**config.mk**
```make
export PLATFORM = sky130hd
export DESIGN_NAME = bit_timing_recovery
export DESIGN_NICKNAME = d
export VERILOG_FILES = /design/src/rtl/brt_pkg.sv /design/src/rtl/brt_sample_counter.sv /design/src/rtl/brt_period_track.sv /design/src/rtl/brt_phase_step.sv /design/src/rtl/bit_timing_recovery.sv
export SDC_FILE = /design/constraint.sdc
export NUM_CORES = 1
export LEC_CHECK = 0
export BUFFER_PORTS_ARGS = -buffer_cell sky130_fd_sc_hd__buf_2
export CORE_ASPECT_RATIO = 1.2
export CORE_UTILIZATION = 55
export CTS_CLUSTER_SIZE = 12
export DETAILED_ROUTE_END_ITERATION = 7
export MAX_ROUTING_LAYER = met4
export PLACE_DENSITY = 0.73
export SLEW_MARGIN = 20
export SYNTH_ARGS = -nofsm -noshare
export SYNTH_HDL_FRONTEND = slang
export SYNTH_SLANG_ARGS = --single-unit
export TNS_END_PERCENT = 50
```
**constraint.sdc**
```tcl
create_clock -name clk -period 16.7 [get_ports clk]
set_clock_uncertainty 0.1 [all_clocks]
set_input_delay 3.34 -clock clk [delete_from_list [all_inputs] [get_ports clk]]
set_output_delay 3.34 -clock clk [all_outputs]
set_load 0.1 [all_outputs]
```
**src/rtl/brt_pkg.sv**
```systemverilog
package brt_pkg;

  typedef enum logic [1:0] {
    LSYM_SE0 = 2'd0,
    LSYM_J   = 2'd1,
    LSYM_K   = 2'd2,
    LSYM_SE1 = 2'd3
  } lsym_e;

  // Line pair to symbol; the low-speed polarity swaps J and K.
  function automatic lsym_e line_symbol(input logic dp, input logic dm, input logic low);
    lsym_e s;
    case ({dp, dm})
      2'b00:   s = LSYM_SE0;
      2'b11:   s = LSYM_SE1;
      2'b10:   s = low ? LSYM_K : LSYM_J;
      default: s = low ? LSYM_J : LSYM_K;
    endcase
    return s;
  endfunction

  function automatic logic single_ended(input lsym_e s);
    return (s == LSYM_SE0) || (s == LSYM_SE1);
  endfunction

  // Period trim: about 0.1 % of the period.
  function automatic logic [31:0] trim_step(input logic [31:0] per);
    return per >> 10;
  endfunction

  // Phase nudge: about 1 % of the period (1/128 + 1/512).
  function automatic logic [31:0] phase_nudge(input logic [31:0] per);
    return (per >> 7) + (per >> 9);
  endfunction

endpackage

```
**src/rtl/brt_sample_counter.sv**
```systemverilog
module brt_sample_counter #(
  parameter int CNT_W = 16
) (
  input  logic             clk,
  input  logic             rst_n,
  output logic [CNT_W-1:0] count
);

  always_ff @(posedge clk or negedge rst_n) begin
    if (!rst_n) count <= '0;
    else        count <= count + CNT_W'(1);
  end

endmodule

```
**src/rtl/brt_period_track.sv**
```systemverilog
module brt_period_track #(
  parameter int           W      = 28,
  parameter logic [W-1:0] NOM_FS = W'(16384),
  parameter logic [W-1:0] NOM_LS = W'(131072)
) (
  input  logic         clk,
  input  logic         rst_n,
  input  logic         load,
  input  logic         low_speed_in,
  input  logic         trim_en,
  input  logic         trim_dn,
  output logic [W-1:0] period,
  output logic [W-1:0] period_next,
  output logic         mode_low
);
  import brt_pkg::*;

  localparam logic [W-1:0] LO_FS = W'((64'(NOM_FS) * 64'd97)  / 64'd100);
  localparam logic [W-1:0] HI_FS = W'((64'(NOM_FS) * 64'd103) / 64'd100);
  localparam logic [W-1:0] LO_LS = W'((64'(NOM_LS) * 64'd97)  / 64'd100);
  localparam logic [W-1:0] HI_LS = W'((64'(NOM_LS) * 64'd103) / 64'd100);

  logic [W-1:0] period_q;
  logic         mode_q;
  logic [W-1:0] lo_bound, hi_bound, step;
  logic [31:0]  step32;
  logic [W-1:0] shrunk, grown;

  assign lo_bound = mode_q ? LO_LS : LO_FS;
  assign hi_bound = mode_q ? HI_LS : HI_FS;
  assign step32   = trim_step(32'(period_q));
  assign step     = W'(step32);
  assign shrunk   = period_q - step;
  assign grown    = period_q + step;

  always_comb begin
    period_next = period_q;
    if (load)
      period_next = low_speed_in ? NOM_LS : NOM_FS;
    else if (trim_en) begin
      if (trim_dn) period_next = (shrunk < lo_bound) ? lo_bound : shrunk;
      else         period_next = (grown  > hi_bound) ? hi_bound : grown;
    end
  end

  always_ff @(posedge clk or negedge rst_n) begin
    if (!rst_n) begin
      period_q <= NOM_FS;
      mode_q   <= 1'b0;
    end else begin
      period_q <= period_next;
      if (load) mode_q <= low_speed_in;
    end
  end

  assign period   = period_q;
  assign mode_low = mode_q;

  AST_PERIOD_IN_BAND: assert property (@(posedge clk) disable iff (!rst_n)
    (period_q >= lo_bound) && (period_q <= hi_bound));

  AST_TRIM_SHRINKS: assert property (@(posedge clk) disable iff (!rst_n)
    (trim_en && trim_dn && !load && (period_q > lo_bound)) |=> (period_q < $past(period_q)));

  AST_TRIM_GROWS: assert property (@(posedge clk) disable iff (!rst_n)
    (trim_en && !trim_dn && !load && (period_q < hi_bound)) |=> (period_q > $past(period_q)));

endmodule

```
**src/rtl/brt_phase_step.sv**
```systemverilog
module brt_phase_step #(
  parameter int CNT_W  = 16,
  parameter int FRAC_W = 12,
  localparam int W     = CNT_W + FRAC_W
) (
  input  logic             clk,
  input  logic             rst_n,
  input  logic             active,
  input  logic [CNT_W-1:0] count,
  input  logic             load,
  input  logic             adj_en,
  input  logic             adj_dn,
  input  logic [W-1:0]     period,
  input  logic [W-1:0]     period_next,
  output logic             sample_hit,
  output logic             edge_hit
);
  import brt_pkg::*;

  localparam logic [W-1:0] HALF_SAMPLE = W'(1) << (FRAC_W - 1);

  logic [W-1:0] pos_q, edge_q;
  logic [W-1:0] base, stepped, nudge;
  logic [31:0]  nudge32;

  assign base    = {count, {FRAC_W{1'b0}}} + HALF_SAMPLE;
  assign stepped = pos_q + period;
  assign nudge32 = phase_nudge(32'(period_next));
  assign nudge   = W'(nudge32);

  assign sample_hit = active && (pos_q[W-1:FRAC_W]  == count);
  assign edge_hit   = active && (edge_q[W-1:FRAC_W] == count);

  always_ff @(posedge clk or negedge rst_n) begin
    if (!rst_n) begin
      pos_q  <= '0;
      edge_q <= '0;
    end else if (load) begin
      pos_q  <= base + (period_next >> 1);
      edge_q <= base;
    end else if (sample_hit) begin
      edge_q <= stepped - (period >> 1);
      if (adj_en) pos_q <= adj_dn ? (stepped - nudge) : (stepped + nudge);
      else        pos_q <= stepped;
    end
  end

  AST_CENTRE_SPACING: assert property (@(posedge clk) disable iff (!rst_n)
    sample_hit |=> !sample_hit);

  AST_EDGE_OFF_CENTRE: assert property (@(posedge clk) disable iff (!rst_n)
    edge_hit |-> !sample_hit);

endmodule

```
**src/rtl/bit_timing_recovery.sv**
```systemverilog
module bit_timing_recovery #(
  parameter int SAMPLE_HZ = 48_000_000,
  parameter int FS_BPS    = 12_000_000,
  parameter int LS_BPS    = 1_500_000,
  parameter int FRAC_W    = 12,
  parameter int CNT_W     = 16
) (
  input  logic       clk,
  input  logic       rst_n,
  input  logic       line_dp,
  input  logic       line_dm,
  input  logic       low_speed,
  input  logic       sop_start,
  input  logic [1:0] dec_sym,
  input  logic       dec_bit,
  output logic       sample_strobe,
  output logic       edge_strobe
);
  import brt_pkg::*;

  localparam int POS_W = CNT_W + FRAC_W;
  localparam logic [POS_W-1:0] NOM_FS =
    POS_W'((64'(SAMPLE_HZ) << FRAC_W) / 64'(FS_BPS));
  localparam logic [POS_W-1:0] NOM_LS =
    POS_W'((64'(SAMPLE_HZ) << FRAC_W) / 64'(LS_BPS));

  logic [CNT_W-1:0] count;
  logic [POS_W-1:0] period, period_next;
  logic             mode_low;
  logic             active_q;
  lsym_e            edge_sym_q;
  logic             sample_hit, edge_hit;
  logic             trim_en, trim_dn;
  logic             edge_unusable;

  brt_sample_counter #(.CNT_W(CNT_W)) u_count (
    .clk   (clk),
    .rst_n (rst_n),
    .count (count)
  );

  assign edge_unusable = single_ended(edge_sym_q);
  assign trim_en = sample_hit && !sop_start && !dec_bit && !edge_unusable;
  assign trim_dn = (edge_sym_q == lsym_e'(dec_sym));

  brt_period_track #(.W(POS_W), .NOM_FS(NOM_FS), .NOM_LS(NOM_LS)) u_period (
    .clk          (clk),
    .rst_n        (rst_n),
    .load         (sop_start),
    .low_speed_in (low_speed),
    .trim_en      (trim_en),
    .trim_dn      (trim_dn),
    .period       (period),
    .period_next  (period_next),
    .mode_low     (mode_low)
  );

  brt_phase_step #(.CNT_W(CNT_W), .FRAC_W(FRAC_W)) u_phase (
    .clk         (clk),
    .rst_n       (rst_n),
    .active      (active_q),
    .count       (count),
    .load        (sop_start),
    .adj_en      (trim_en),
    .adj_dn      (trim_dn),
    .period      (period),
    .period_next (period_next),
    .sample_hit  (sample_hit),
    .edge_hit    (edge_hit)
  );

  always_ff @(posedge clk or negedge rst_n) begin
    if (!rst_n) begin
      active_q   <= 1'b0;
      edge_sym_q <= LSYM_J;
    end else if (sop_start) begin
      active_q   <= 1'b1;
      edge_sym_q <= line_symbol(line_dp, line_dm, low_speed);
    end else if (edge_hit) begin
      edge_sym_q <= line_symbol(line_dp, line_dm, mode_low);
    end
  end

  assign sample_strobe = sample_hit;
  assign edge_strobe   = edge_hit;

  AST_STROBES_APART: assert property (@(posedge clk) disable iff (!rst_n)
    !(sample_strobe && edge_strobe));

  AST_NO_TRIM_ON_ONE: assert property (@(posedge clk) disable iff (!rst_n)
    (sample_strobe && !sop_start && dec_bit) |=> $stable(period));

  AST_NO_TRIM_ON_SE: assert property (@(posedge clk) disable iff (!rst_n)
    (sample_strobe && !sop_start && edge_unusable) |=> $stable(period));

endmodule

```
-- Yosys cells after proc, flatten, opt, wreduce, memory -nomap -nowiden
Cells that the tools add are included.
- $add $sub $neg: 10
- magnitude comparators: 2
- equality and inequality tests: 6
- mux-type cells: 22
- reductions and logical operators: 14
- operator list (cell ; count):
    $mux 28 ; 11
    $add 28x28->28 ; 2
    $mux 18 ; 2
    $eq 16x16->1 ; 2
    $add 28x12->28 const B ; 1
    $add 28x18->28 ; 1
    $add 28x27->28 ; 1
    $gt 28x28->1 ; 1
    $lt 28x28->1 ; 1
    $sub 28x18->28 ; 1
    $sub 28x27->28 ; 1
    $sub 28x28->28 ; 1
    $add 21x19->22 ; 1
    $mux 17 ; 1
    $add 16x1->16 const B ; 1
    $mux 2 ; 6
    $pmux 2 s3 ; 2
    $eq 2x2->1 const B ; 3
    $reduce_bool 2->1 ; 3
    $logic_and 1x1->1 ; 5
    $logic_not 2->1 ; 2
    $logic_not 1->1 ; 3
    $eq 2x2->1 ; 1
    $logic_or 1x1->1 ; 1
- flip-flop bits (word level): 104
- input port bits: 9
- word-level logic and storage cells: 62

-- Longest topological paths before layout
Gate-level depths: netlist (run 1).
- depth after elaboration: 13
- gate-level depth with buffers: 57

-- By module
From an unflattened synthesis (run 1), not the netlist that was laid out.
- cells, all modules: 1854
- area, all modules: 14396.3 um^2
- modules (own cells, without submodules) (module ; instances ; cells an instance ; area an instance (um^2) ; sequential area each (um^2)):
    brt_phase_step ; 1 ; 1112 ; 8589.5 ; 1101.1
    brt_period_track ; 1 ; 664 ; 4916.0 ; 726.9
    brt_sample_counter ; 1 ; 57 ; 701.9 ; 400.4
    bit_timing_recovery ; 1 ; 21 ; 188.9 ; 76.3

-- Worst setup path before layout (run 1)
Ideal clock, no wire load.
- path kind: reg2reg
- start: register u_count.count[7]
- end: register u_phase.pos_q[27]
- library setup time: 0.104 ns
- data arrival time: 10.922 ns
- setup slack: 5.575 ns
- stages on the path, launching flop included: 42
- path buffers: 3
- cell sequence: dfrtp_1 > clkbuf_1 > xor2_1 > nor4_1 > nand2_1 > nor4_1 > nand3_1 > clkbuf_1 > clkbuf_1 > a21oi_1 > a31o_2 > ha_1 > inv_1 > fa_1 > inv_1 > a21oi_1 > o21bai_1 > a21oi_1 > (+6 left out) > mux2_2 > nand2b_1 > nor3_1 > nor2_1 > xor2_1 > ha_1 > or3_1 > a211oi_1 > nor3_1 > a2111oi_0 > o31ai_1 > o21a_1 > a211o_1 > a21o_1 > a21oi_1 > nor3_1 > or2_0 > o311ai_1
- cells in the longest elaborated chain, start to end: 13
- elaborated cells between the ends (all ways): 17
- those cells by class: add/sub (5); eq/ne (1); mux (6); reduce/logical (5)
- RTL lines (item ; RTL line ; RTL):
    from (decl) ; brt_sample_counter.sv:6 ; output logic [CNT_W-1:0] count
    from (signal assigned) ; brt_sample_counter.sv:11 ; else count <= count + CNT_W'(1);
    $eq 16x16->1 (*) ; brt_phase_step.sv:31 ; assign sample_hit = active && (pos_q[W-1:FRAC_W] == count);
    $logic_and 1x1->1 (*) ; brt_phase_step.sv:31 ;
    via sample_strobe ; bit_timing_recovery.sv:16 ; output logic sample_strobe,
    $logic_and 1x1->1 (*) (3 in a row) ; bit_timing_recovery.sv:43 ; assign trim_en = sample_hit && !sop_start && !dec_bit && !edge_unusable;
    $mux 28 (*) ; brt_period_track.sv:40 ; else if (trim_en) begin
    $mux 28 (*) ; brt_period_track.sv:38 ; if (load)
    via period_next[9] ; bit_timing_recovery.sv:28 ; logic [POS_W-1:0] period, period_next;
    $add 21x19->22 ; brt_pkg.sv:33 ; return (per >> 7) + (per >> 9);
    $add 28x28->28 / $sub 28x28->28 (equally long branches) ; brt_phase_step.sv:43 ; if (adj_en) pos_q <= adj_dn ? (stepped - nudge) : (stepped + nudge);
    $mux 28 (2 in a row) ; brt_phase_step.sv:43 ;
    $mux 28 ; brt_phase_step.sv:41 ; end else if (sample_hit) begin
    $mux 28 (*) ; brt_phase_step.sv:38 ; end else if (load) begin
    to (signal assigned) ; brt_phase_step.sv:39 ; pos_q <= base + (period_next >> 1);
    to (signal assigned) ; brt_phase_step.sv:43 ;
    to (signal assigned) ; brt_phase_step.sv:44 ; else pos_q <= stepped;
    to (decl) ; brt_phase_step.sv:22 ; logic [W-1:0] pos_q, edge_q;
The timed path passes the listed nets; every way through them passes the cells marked *. The select of a mux whose other input is x is not followed.
A chain may end at the register's enable or synchronous reset.

-- Final worst setup path (run 1)
- start: register u_period.period_q[11] (netlist: u_period.period[11])
- end: register u_phase.pos_q[27]
- cells in the longest elaborated chain, start to end: 12
- elaborated cells between the ends (all ways): 18
- those cells by class: add/sub (7); order compare (2); mux (9)
- RTL lines (item ; RTL line ; RTL):
    from (decl) ; brt_period_track.sv:23 ; logic [W-1:0] period_q;
    from (signal assigned) ; brt_period_track.sv:51 ; period_q <= period_next;
    $add 28x18->28 / $sub 28x18->28 (equally long branches) ; brt_period_track.sv:34, brt_period_track.sv:33 ;
    $gt 28x28->1 / $lt 28x28->1 (equally long branches) ; brt_period_track.sv:42, brt_period_track.sv:41 ;
    $mux 28, on equally long branches ; brt_period_track.sv:42, brt_period_track.sv:41 ;
    $mux 28 (*) ; brt_period_track.sv:41 ; if (trim_dn) period_next = (shrunk < lo_bound) ? lo_bound : shrunk;
    $mux 28 (*) ; brt_period_track.sv:40 ;
    $mux 28 (*) ; brt_period_track.sv:38 ;
    via period_next[9] ; bit_timing_recovery.sv:28 ;
    $add 21x19->22 ; brt_pkg.sv:33 ;
    $add 28x28->28 / $sub 28x28->28 (equally long branches) ; brt_phase_step.sv:43 ;
    $mux 28 (2 in a row) ; brt_phase_step.sv:43 ;
    $mux 28 ; brt_phase_step.sv:41 ;
    $mux 28 (*) ; brt_phase_step.sv:38 ;
Marked as above.

==> metrics, run 1 <==
post-synth top area share 0.1651; Hold Crit Class reg -> reg; via count 13590; Root Buffer Master clkbuf_16; Tmin final 12.40 ns; worst hold path startpoint active_q; clk_lat worst skew 0.37 ns; core area 0.02413 mm2; number of diodes 0; area of the multi-input gates 0.01066 mm2; maximum VDD drop 0.00007084 V; Area Growth Syn to Fin 3.705%; sequential share of power 0.304; via/cell ratio 6.605; Filler cells 2244; drt first pass iters 6; crit path kind reg -> reg; Slowest cell on crit path a2111oi_0; Reg2Reg Depth 49; largest net degree at the start of global routing 78; Setup Buffers After CTS 0; post-DP HPWL 34820 um; Routed WL 44120 um; setup violators final 0; final period utilization 0.7425; yosys warns 0; mapped cell area 0.01364 mm2; hold buffers post-CTS 0; Worst setup SP type register; power share of the clock group 0.279; Syn Area/Cell 7.686 um2; Synth cell types 91; 1st-iter DRT viols 1415; CP Data Required Time 16.87 ns; GP Congestion 1.021; Hold Violations, Final 0; die area 0.02544 mm2; final core utilization 0.5864; met2 GRT Util 0.5608; switching power 310.7 uW; met1 GRT Util 0.4629; Setup TNS 0 ns; first-pass GRT wire length 69990 um; CP max stage delay 0.85 ns; leak pwr 6.365 nW; Reg-to-Reg Start u_period.period[11]; initial antenna violation count 0; CP endpoint kind register; Post-Place Worst Slack 4.579 ns; Rows 62; Comb pwr share 0.417; top cells by count, synth 172 x ha_1, 157 x nor2_1, 146 x nand2_1; Synth Net Count 1962; post_cts resized 0; worst hold stages 1; Final nets 1919; RSZ-0062 raised after global routing no; status finished clean; Worst Path Arrival 12.57 ns; PnR worst setup slack 4.301 ns; Max Freq 80.65 MHz; DRC viols 0; wire per inst 21.45 um; clock sink count 92; Routed Antenna Nets 0; ys flop type dfrtp_1; setup slack, reg-to-reg 4.30 ns; Ports 11; internal power 470.1 uW; max_cap viols 0; CTS Buf Count 9; Clock Tree Buf Depth 2; share of cells above drive strength 1 0.04951; remaining global-route overflow 0; largest cells by area after synthesis dfrtp_1 17%, ha_1 16%, xnor2_1 7.4%; crit-path most repeated cell a21oi_1; Reg area 0.002305 mm2; Rel. slew slack 0.2375; Synth Instances 1775; ys async rst share 1.000; gr busiest metal met2; Worst Tran Pin Value 1.133 ns; crit path max fanout 15; Seq cells post-synth 92; die width 145.8 um; Switching Share 0.3979; Chip Height 174.5 um; sink of the worst hold path active_q; Initial Util 0.5654; power per standard cell area 55.19 mW/mm2; count leader, synth ha_1; Post-synth EDFFs 0; post-synth top area cell dfrtp_1; sequential area share after synthesis 0.1689; met3 usage 0.04698; # port buffers 10; H-tree depth 3; Worst-path clk slew 0.07 ns; CTS tree done; max-slew violation count 0; Final Power 780.8 uW; R2R Path End u_phase.pos_q[27]; vias in the first global route 12750; global-route usage over all layers 0.3614
[layer usage]
layer / part of all wire / up-vias
met1: 0.42 / 6482
met4: 0.046 / 0
li1: - / 6395
met3: 0.078 / 133
met2: 0.45 / 576
met5: 0 / -
[state kept, by name (all words and copies together) (netlist names)]
register	count
active_q	1
edge_sym_q	2
u_count.count	16
u_period.mode_low	1
u_period.period	28
u_phase.edge_q	16
u_phase.pos_q	28
[worst max-delay path by stage]
stage                              from           endpoint  slack (ns)
floorplan              u_count.count[7]  u_phase.pos_q[27]        5.57
global placement              sop_start  u_phase.pos_q[27]        4.73
detailed placement            sop_start  u_phase.pos_q[27]        4.58
CTS                 u_period.period[11]  u_phase.pos_q[27]        4.58
global route        u_period.period[11]  u_phase.pos_q[27]        3.62
finish              u_period.period[11]  u_phase.pos_q[27]        4.30
[cell families (layout without fill, tap and decap cells)]
kind of cell,after synthesis,count (layout),synth area share
AO/OA/AOI/OAI,544,544,0.2704
XOR/XNOR,184,184,0.1181
adder cells (fa/ha/maj),178,178,0.1666
AND/OR/NAND/NOR,586,586,0.2058
buffers and inverters,164,126,0.04980
flip-flops,92,92,0.1689
multiplexers,27,27,0.02036
[power by group through the flow]
stage | logic (mW) | registers [mW] | clock network, mW
2_1_floorplan | 0.237 | 0.238 | 0
3_3_place_gp | 0.313 | 0.241 | 0
3_5_place_dp | 0.314 | 0.241 | 0
4_1_cts | 0.317 | 0.237 | 0.220
5_1_grt | 0.352 | 0.238 | 0.224
6_report | 0.326 | 0.237 | 0.217
[cell type report]
type	instances	area share
clock buffer	11	0.01645
tap	320	0.02830
clock inverter	5	0.004334
sequential	92	0.1629
inverter	85	0.02255
timing repair buffer	25	0.01167
multi-input combinational	1519	0.7538
[cells in the final DEF, fill, tap and decap left out, drive strengths merged, types with 15 or more instances in the layout]
cell type  synthesis  layout
ha               172     172
nor2             158     158
nand2            146     146
o21ai            128     128
a21oi            124     124
xnor2            116     116
dfrtp             90      90
inv               84      85
xor2              68      68
nand3             64      64
nor3              59      59
a21o              43      43
a211oi            32      32
o211ai            26      26
o21a              26      26
buf               26      25
mux2i             24      24
nor2b             22      22
or3               22      22
nand2b            22      22
a31oi             20      20
o21bai            19      19
nor4              18      18
nand4             17      17
and3              16      16
a211o             15      15
[worst max-delay path: cells and delay by family, from the launching register on]
kind                     cells  cell delay (ns)
multiplexers                 2             0.40
buffers and inverters        4             0.54
flip-flops                   1             0.65
XOR/XNOR                     2             0.66
AND/OR/NAND/NOR             13             2.65
adder cells (fa/ha/maj)      5             1.52
AO/OA/AOI/OAI               23             5.77
[per-stage QoR]
step,hold slack [ns],area [um2],std cells
floorplan,0.3625,13640,1775
CTS,0.4040,14150,2057
global route,0.4180,14150,2057
detailed placement,0.3868,13850,2041
global placement,0.3753,13850,2041
finish,0.4000,14150,2057
Note: power is estimated with default switching activity, not from simulation.
==> run 2, diff against run 1 <==
Settings changed: PLACE_DENSITY 0.73 to 0.75.
Clock period 16.7 ns to 10.59 ns, I/O delays scaled along.
==> run 2 against run 1 <==
Against the previous run:
- worst setup slack got worse by 4.0 ns
- combinational power rose by 71%
- sequential share of layout area fell by 1.3 points
- largest power group unchanged
- critical path depth rose by 3
==> metrics, run 2 (synthesis gave the netlist of run 1 again) <==
max_cap viols 0; DRC viols 0; maximum VDD drop 0.0001149 V; # port buffers 10; setup slack, reg-to-reg 0.32 ns; Initial Util 0.5654; Reg2Reg Depth 52; clock sink count 92; Hold Violations, Final 0; largest net degree at the start of global routing 67; worst hold stages 2; Final nets 2042; Routed WL 45770 um; Max Freq 97.36 MHz; first-pass GRT wire length 70910 um; Worst Path Arrival 10.44 ns; Routed Antenna Nets 0; initial antenna violation count 0; global-route usage over all layers 0.3686; power per standard cell area 82.63 mW/mm2; final period utilization 0.9699; Setup TNS 0 ns; clk_lat worst skew 0.37 ns; die area 0.02544 mm2; crit path kind reg -> reg; leak pwr 7.047 nW; Chip Height 174.5 um; GP Congestion 1.036; crit-path most repeated cell buf_4; final core utilization 0.6380; most frequent cells in the layout 165 x ha_1, 154 x nor2_1, 146 x nand2_1; 1st-iter DRT viols 1160; Rel. slew slack 0.3491; CTS tree done; via/cell ratio 6.464; most common cell after layout, fill and taps aside ha_1; core area 0.02413 mm2; Clock Tree Buf Depth 2; Slowest cell on crit path o41a_1; remaining global-route overflow 0; crit path max fanout 8; share of cells above drive strength 1 0.1485; via count 14090; hold buffers post-CTS 0; Layout Cells excl Fill 2179; H-tree depth 3; Rows 62; Tmin final 10.27 ns; Final Power 1.272 mW; setup violators final 0; Hold Crit Class reg -> reg; drt first pass iters 5; CTS Buf Count 9; CP Data Required Time 10.76 ns; R2R Path End u_phase.pos_q[27]; status finished clean; post-DP HPWL 36300 um; placed insts 2148; PnR worst setup slack 0.3190 ns; Worst-path clk slew 0.07 ns; Placed Area 0.01466 mm2; worst hold path startpoint edge_sym_q[0]; CP max stage delay 0.46 ns; Reg-to-Reg Start u_period.period[10]; origin of the worst setup path u_period.period[10]; Worst Tran Pin Value 0.9676 ns; Area Growth Syn to Fin 12.83%; Post-Place Worst Slack -0.3407 ns; number of diodes 0; WHS 0.4089 ns; design area 0.01539 mm2; Root Buffer Master clkbuf_16; Ports 11; max-slew violation count 0; CP endpoint kind register; wire per inst 21.00 um; die width 145.8 um; sink of the worst hold path edge_sym_q[0]; vias in the first global route 13340; Worst setup SP type register
run 2: worst max path at each step:
stage                        endpoint  slack [ns]  cells after the start
finish              u_phase.pos_q[27]        0.32                     52
global route        u_phase.pos_q[27]       -0.15                     52
CTS                 u_phase.pos_q[27]       0.005                     51
detailed placement  u_phase.pos_q[27]       -0.34                     53
global placement    u_phase.pos_q[27]        0.18                     52
floorplan           u_phase.pos_q[27]        0.35                     53
run 2: final cells by class:
class / instances / area (um2)
fill: 2150 / 8733
clock buffer: 10 / 239.0
clock inverter: 5 / 62.56
timing repair buffer: 148 / 1092
sequential: 92 / 2305
inverter: 85 / 319.1
tap: 320 / 400.4
multi-input combinational: 1519 / 10970
run 2: worst max-delay path, delay by kind of cell (launching register included):
kind	cells	cell delay, ns
buffers and inverters	8	1.10
AND/OR/NAND/NOR	10	1.72
XOR/XNOR	3	0.46
flip-flops	1	0.43
adder cells (fa/ha/maj)	5	1.19
AO/OA/AOI/OAI	26	5.15
run 2: what timing repair did:
action	CTS	global route
gates resized for setup	7	73
buffers inserted	1	15
setup endpoints to repair	4	11
cloned	0	0
pin swaps	2	44
run 2: routing by layer:
layer | GRT usage | up-vias | wire (um)
li1 | - | 6654 | -
met5 | - | - | 0
met1 | 0.4571 | 6764 | 19330
met3 | 0.03832 | 128 | 2680
met4 | 0.1737 | 0 | 2126
met2 | 0.6001 | 540 | 21630
run 2: power breakdown:
| group | internal (mW) | leakage, nW | total [mW] | switching (mW) |
|---|---|---|---|---|
| clock | 0.189 | 0.141 | 0.345 | 0.156 |
| sequential | 0.361 | 1.22 | 0.370 | 0.00895 |
| combinational | 0.225 | 5.69 | 0.557 | 0.332 |
| total | 0.774 | 7.05 | 1.27 | 0.497 |
